[src/rtl/gpiom_pkg.sv]
package gpiom_pkg;

    // Line count is fixed by the address-mask field paddr[9:2]
    localparam int GPIO_PINS   = 8;
    localparam int MASK_LSB    = 2;
    localparam int WINDOW_MSB  = MASK_LSB + GPIO_PINS - 1;   // 9
    localparam int DIR_WORD    = 'h100;                      // byte 0x400

    typedef enum logic [1:0] {
        TGT_NONE = 2'd0,
        TGT_DATA = 2'd1,
        TGT_DIR  = 2'd2
    } tgt_e;

    typedef struct packed {
        tgt_e                 tgt;
        logic [GPIO_PINS-1:0] mask;
        logic                 wr;
        logic                 rd;
    } bus_req_t;

    // Per-pin value seen by a data read: output register on outputs,
    // synchronized pad on inputs
    function automatic logic [GPIO_PINS-1:0] pin_view(
        input logic [GPIO_PINS-1:0] dir,
        input logic [GPIO_PINS-1:0] dout,
        input logic [GPIO_PINS-1:0] sync_in
    );
        return (dir & dout) | (~dir & sync_in);
    endfunction

    // Masked merge of new write data into a register
    function automatic logic [GPIO_PINS-1:0] masked_merge(
        input logic [GPIO_PINS-1:0] old_v,
        input logic [GPIO_PINS-1:0] new_v,
        input logic [GPIO_PINS-1:0] mask
    );
        return (old_v & ~mask) | (new_v & mask);
    endfunction

endpackage

[src/rtl/gpiom_decode.sv]
module gpiom_decode
    import gpiom_pkg::*;
#(
    parameter int ADDR_W = 12
) (
    input  logic              psel,
    input  logic              penable,
    input  logic              pwrite,
    input  logic [ADDR_W-1:0] paddr,
    output bus_req_t          req
);
    localparam int WORD_W = ADDR_W - MASK_LSB;

    logic in_window;
    logic is_dir;
    logic access;

    assign in_window = (paddr[ADDR_W-1:WINDOW_MSB+1] == '0);
    assign is_dir    = (paddr[ADDR_W-1:MASK_LSB] == WORD_W'(DIR_WORD));
    assign access    = psel && penable;

    always_comb begin
        req      = '0;
        req.mask = paddr[WINDOW_MSB:MASK_LSB];
        if (in_window)   req.tgt = TGT_DATA;
        else if (is_dir) req.tgt = TGT_DIR;
        else             req.tgt = TGT_NONE;
        req.wr = access && pwrite;
        req.rd = access && !pwrite;
    end

endmodule

[src/rtl/gpiom_sync.sv]
module gpiom_sync #(
    parameter int WIDTH  = 8,
    parameter int STAGES = 2
) (
    input  logic             clk,
    input  logic             rst,
    input  logic [WIDTH-1:0] d_async,
    output logic [WIDTH-1:0] q_sync
);
    logic [STAGES-1:0][WIDTH-1:0] chain;

    always_ff @(posedge clk) begin
        if (rst) chain[0] <= '0;
        else     chain[0] <= d_async;
    end

    for (genvar s = 1; s < STAGES; s++) begin : g_stage
        always_ff @(posedge clk) begin
            if (rst) chain[s] <= '0;
            else     chain[s] <= chain[s-1];
        end
    end

    assign q_sync = chain[STAGES-1];

endmodule

[src/rtl/gpiom_regs.sv]
module gpiom_regs
    import gpiom_pkg::*;
(
    input  logic                 clk,
    input  logic                 rst,
    input  bus_req_t             req,
    input  logic [GPIO_PINS-1:0] wbyte,
    output logic [GPIO_PINS-1:0] dir_q,
    output logic [GPIO_PINS-1:0] dout_q
);
    logic dir_we;
    logic dat_we;

    assign dir_we = req.wr && (req.tgt == TGT_DIR);
    assign dat_we = req.wr && (req.tgt == TGT_DATA);

    always_ff @(posedge clk) begin
        if (rst)         dir_q <= '0;
        else if (dir_we) dir_q <= wbyte;
    end

    always_ff @(posedge clk) begin
        if (rst)         dout_q <= '0;
        else if (dat_we) dout_q <= masked_merge(dout_q, wbyte, req.mask);
    end

endmodule

[src/rtl/gpiom_apb_gpio.sv]
module gpiom_apb_gpio
    import gpiom_pkg::*;
#(
    parameter int ADDR_W      = 12,
    parameter int DATA_W      = 32,
    parameter int SYNC_STAGES = 2
) (
    input  logic                 clk,
    input  logic                 rst,
    input  logic                 psel,
    input  logic                 penable,
    input  logic                 pwrite,
    input  logic [ADDR_W-1:0]    paddr,
    input  logic [DATA_W-1:0]    pwdata,
    output logic [DATA_W-1:0]    prdata,
    output logic                 pready,
    output logic                 pslverr,
    input  logic [GPIO_PINS-1:0] pad_in,
    output logic [GPIO_PINS-1:0] pad_out,
    output logic [GPIO_PINS-1:0] pad_oe
);
    bus_req_t             req;
    logic [GPIO_PINS-1:0] dir_q;
    logic [GPIO_PINS-1:0] dout_q;
    logic [GPIO_PINS-1:0] pad_sync;
    logic [GPIO_PINS-1:0] rbyte;
    logic                 unused_bits;

    assign unused_bits = ^{pwdata[DATA_W-1:GPIO_PINS], paddr[MASK_LSB-1:0]};

    gpiom_decode #(.ADDR_W(ADDR_W)) u_dec (
        .psel    (psel),
        .penable (penable),
        .pwrite  (pwrite),
        .paddr   (paddr),
        .req     (req)
    );

    gpiom_sync #(.WIDTH(GPIO_PINS), .STAGES(SYNC_STAGES)) u_sync (
        .clk     (clk),
        .rst     (rst),
        .d_async (pad_in),
        .q_sync  (pad_sync)
    );

    gpiom_regs u_regs (
        .clk    (clk),
        .rst    (rst),
        .req    (req),
        .wbyte  (pwdata[GPIO_PINS-1:0]),
        .dir_q  (dir_q),
        .dout_q (dout_q)
    );

    always_comb begin
        unique case (req.tgt)
            TGT_DATA: rbyte = pin_view(dir_q, dout_q, pad_sync) & req.mask;
            TGT_DIR:  rbyte = dir_q;
            default:  rbyte = '0;
        endcase
    end

    assign prdata  = req.rd ? {{(DATA_W-GPIO_PINS){1'b0}}, rbyte} : '0;
    assign pready  = 1'b1;
    assign pslverr = 1'b0;
    assign pad_out = dout_q;
    assign pad_oe  = dir_q;

endmodule

[config.mk]
export PLATFORM = sky130hd
export DESIGN_NAME = gpiom_apb_gpio
export DESIGN_NICKNAME = d
export VERILOG_FILES = /design/src/rtl/gpiom_pkg.sv /design/src/rtl/gpiom_decode.sv /design/src/rtl/gpiom_sync.sv /design/src/rtl/gpiom_regs.sv /design/src/rtl/gpiom_apb_gpio.sv
export SDC_FILE = /design/constraint.sdc
export NUM_CORES = 1
export LEC_CHECK = 0
export CAP_MARGIN = 10
export CORE_MARGIN = 3
export CORE_UTILIZATION = 37
export CTS_BUF_LIST = sky130_fd_sc_hd__clkbuf_8
export DETAILED_ROUTE_END_ITERATION = 12
export GPL_TIMING_DRIVEN = 0
export HOLD_SLACK_MARGIN = 0.15
export PLACE_DENSITY = 0.82
export SETUP_SLACK_MARGIN = 0.15
export SKIP_CTS_REPAIR_TIMING = 1
export SLEW_MARGIN = 20
export SYNTH_ARGS = -nofsm -noshare
export SYNTH_HDL_FRONTEND = slang
export SYNTH_SLANG_ARGS = --single-unit
[constraint.sdc]
create_clock -name clk -period 2.1 [get_ports clk]
set_clock_uncertainty 0.2 [all_clocks]
set_input_delay 0.42 -clock clk [delete_from_list [all_inputs] [get_ports clk]]
set_output_delay 0.42 -clock clk [all_outputs]
set_load 0.01 [all_outputs]
==> results by group <==
Run status
  – Outcome: finished, final reports clean

Worst setup path
  – Critical Path Sink: prdata[2]
  – Worst EP required: 1.48 ns
  – Critical Path Sink Type: output pin
  – R2R Setup Slk: 1.23 ns
  – FF-to-FF path depth: 2
  – Critical path startpoint: paddr[11]
  – CP max stage cell: nor4_4
  – Slowest stage delay, CP: 0.27 ns
  – Top cell by count, worst path: buf_2
  – Worst-path maximum fanout: 5
  – Crit path cell chain: buf_2 -> nor4_4 -> buf_4 -> nand4_1 -> a21oi_2 -> buf_2
  – Worst Setup Start Kind: primary input
  – Worst EP arrival: 1.46 ns
  – Reg-to-Reg End: u_regs.dir_q[3]$_SDFFE_PP0P_
  – Kind of critical path: primary input to output pin
  – Worst reg2reg startpoint: u_regs.dir_q[3]$_SDFFE_PP0P_

Global routing
  – Overflow after GRT: 0
  – Pin count of the biggest net entering global routing: 11
  – GRT Overall Usage: 0.1553
  – First-pass GRT wire length: 6.175 mm
  – Vias in the first global route: 1331
  – Initial antenna violation count: 0

Finish
  – Fill count: 332
  – Final Util: 0.6108
  – Ratio of cells with drive above 1 in the final layout: 0.3008
  – Layout Nets: 322
  – Layout Cells excl Fill: 316
  – Antenna cells: 0
  – Area growth from synthesis to layout: 54.30%
  – Leading cell type in the layout, fill and taps excluded: buf_4
  – Final std cell area, no fill: 2514 um^2
  – Most frequent cells in the layout: buf_4 (35), clkdlybuf4s50_1 (34), dfxtp_1 (32)

Flow run
  – Max-cap violations: 0

Floorplanning
  – I/O Pins: 107
  – Starting Density: 0.3959
  – CORE AREA: 4115 um^2
  – Die width: 72.36 um
  – Cell row count: 23
  – DIE AREA: 5235 um^2
  – Chip height: 72.36 um

Yosys
  – Seq/Total Area, Yosys: 0.3932
  – Yosys cell types: 18
  – Syn Inst Count: 170
  – Post-Synthesis Cell Area: 1629 um^2
  – Synthesized flop and latch total: 32
  – Post-Syn Area per Cell: 9.583 um^2
  – Synthesis Warnings: 0

Placement
  – Dpl cells: 297
  – DP HPWL: 2.973 mm
  – GPL Wtd Cong: 0.7273
  – PortBufs: 53
  – Placed cell area: 2312 um^2

Hold path
  – Worst Hold Class: flip-flop to flip-flop

Pwr
  – P_int: 1000 uW
  – PwrDens: 520.3 nW/um^2
  – Clk network pwr share: 0.359
  – Sw frac: 0.2352
  – P_leak: 0.001197 uW
  – Sw power: 307.6 uW
  – Peak supply drop: 283.6 uV
  – Comb pwr share: 0.162
  – Sequential power share: 0.479

STA
  – Slew Limit Fails: 0
  – Fmax: 481.6 MHz
  – RSZ-0062 raised after global routing: true
  – Fin Hold WS: 0.2354 ns
  – Final setup viols: 0
  – Crit share post-route: 0.9887
  – Count of final hold-check violations: 0
  – Crit path time final: 2.076 ns

Detailed routing
  – Vias per cell: 4.579
  – DRT antenna net count: 0
  – First DRT Iteration DRCs: 104
  – Detailed Routing Iterations Pass 1: 4
  – DRT Wirelength: 4.266 mm
  – Drt wl/cell: 13.50 um
  – Drt drc: 0
  – Via count: 1447

Clocking
  – H-tree levels: 2
  – CTS tree: done
  – Clock Pin Slew Worst Setup and Hold Paths: 0.06 ns
  – Max Root-Sink Buffers: 2
  – Root buffer cell: clkbuf_8
  – # clock sinks: 32
  – Worst skew pair latency: 0.28 ns
  – CTS Buf Count: 5
## area by class of cell
type	count	area [um^2]	area share
buffer	33	234.0	0.09308
clock buffer	6	82.58	0.03285
clock inverter	2	7.507	0.002987
multi-input combinational	129	897.1	0.3569
sequential	32	640.6	0.2549
tap	50	62.56	0.02489
timing repair buffer	64	589.3	0.2344
## Yosys cell counts
cell | n | area share
dfxtp_1 | 32 | 0.39
buf_4 | 26 | 0.12
nand2b_1 | 24 | 0.092
nor2b_1 | 17 | 0.065
mux2i_1 | 16 | 0.098
nand3_1 | 16 | 0.049
a21oi_1 | 8 | 0.025
mux2_2 | 8 | 0.055
nand4_1 | 8 | 0.031
clkbuf_1 | 5 | 0.012
conb_1 | 2 | 0.0046
nor4_4 | 2 | 0.026
and3_1 | 1 | 0.0038
buf_1 | 1 | 0.0023
buf_2 | 1 | 0.0031
nand3b_1 | 1 | 0.0046
nand4_4 | 1 | 0.013
nor2_1 | 1 | 0.0023
## per-stage QoR
| stage | power (uW) | setup WS, ns | TNS [ns] |
|---|---|---|---|
| global placement | 829.0 | -1.044 | -10.59 |
| floorplan | 748.0 | 0.2012 | 0 |
| finish | 1308 | 0.02379 | 0 |
| CTS | 1301 | -1.059 | -8.240 |
| global route | 1359 | -0.02426 | -0.03790 |
| detailed placement | 830.4 | -1.044 | -10.81 |
## logic make-up after synthesis
kind of cell	after synthesis	share of synthesized area
and+or+nand+nor	71	0.2873
buffers and inverters	33	0.1367
DFF	32	0.3932
muxes	24	0.1536
AOI/OAI and AO/OA	8	0.02458
other	2	0.004610
## power by group through the flow
stage | Combinational [uW] | Sequential (uW) | Clock (uW)
global route | 229 | 627 | 503
finish | 212 | 626 | 470
CTS | 192 | 626 | 483
floorplan | 109 | 639 | 0
detailed placement | 191 | 639 | 0
global placement | 190 | 639 | 0
## critical path, delay by kind of cell
family / cells / cell delay [ns]
simple gates: 2 / 0.39
buf+inv: 3 / 0.48
compound gates: 1 / 0.16
## routing by layer
layer	part of all wire	track usage	wire (um)	vias to the layer above
met5	0	0	0	-
met4	0.024	0.06472	101	0
met3	0.10	0.04848	429	9
met2	0.50	0.2568	2145	69
met1	0.37	0.1855	1590	652
li1	-	-	-	717
## worst min path at each step
stage / start / to / slack [ns] / cells past startpoint
finish: u_sync.chain[0]$_SDFF_PP0_ / u_sync.q_sync[0]$_SDFF_PP0_ / 0.24 / 1
global placement: u_sync.chain[1]$_SDFF_PP0_ / u_sync.q_sync[1]$_SDFF_PP0_ / 0.22 / 1
floorplan: u_sync.chain[0]$_SDFF_PP0_ / u_sync.q_sync[0]$_SDFF_PP0_ / 0.21 / 1
CTS: u_sync.chain[0]$_SDFF_PP0_ / u_sync.q_sync[0]$_SDFF_PP0_ / 0.24 / 1
global route: paddr[9] / flip-flop / 0.25 / 3
detailed placement: u_sync.chain[0]$_SDFF_PP0_ / u_sync.q_sync[0]$_SDFF_PP0_ / 0.22 / 1
No activity file was read; power rests on OpenSTA's default activity.
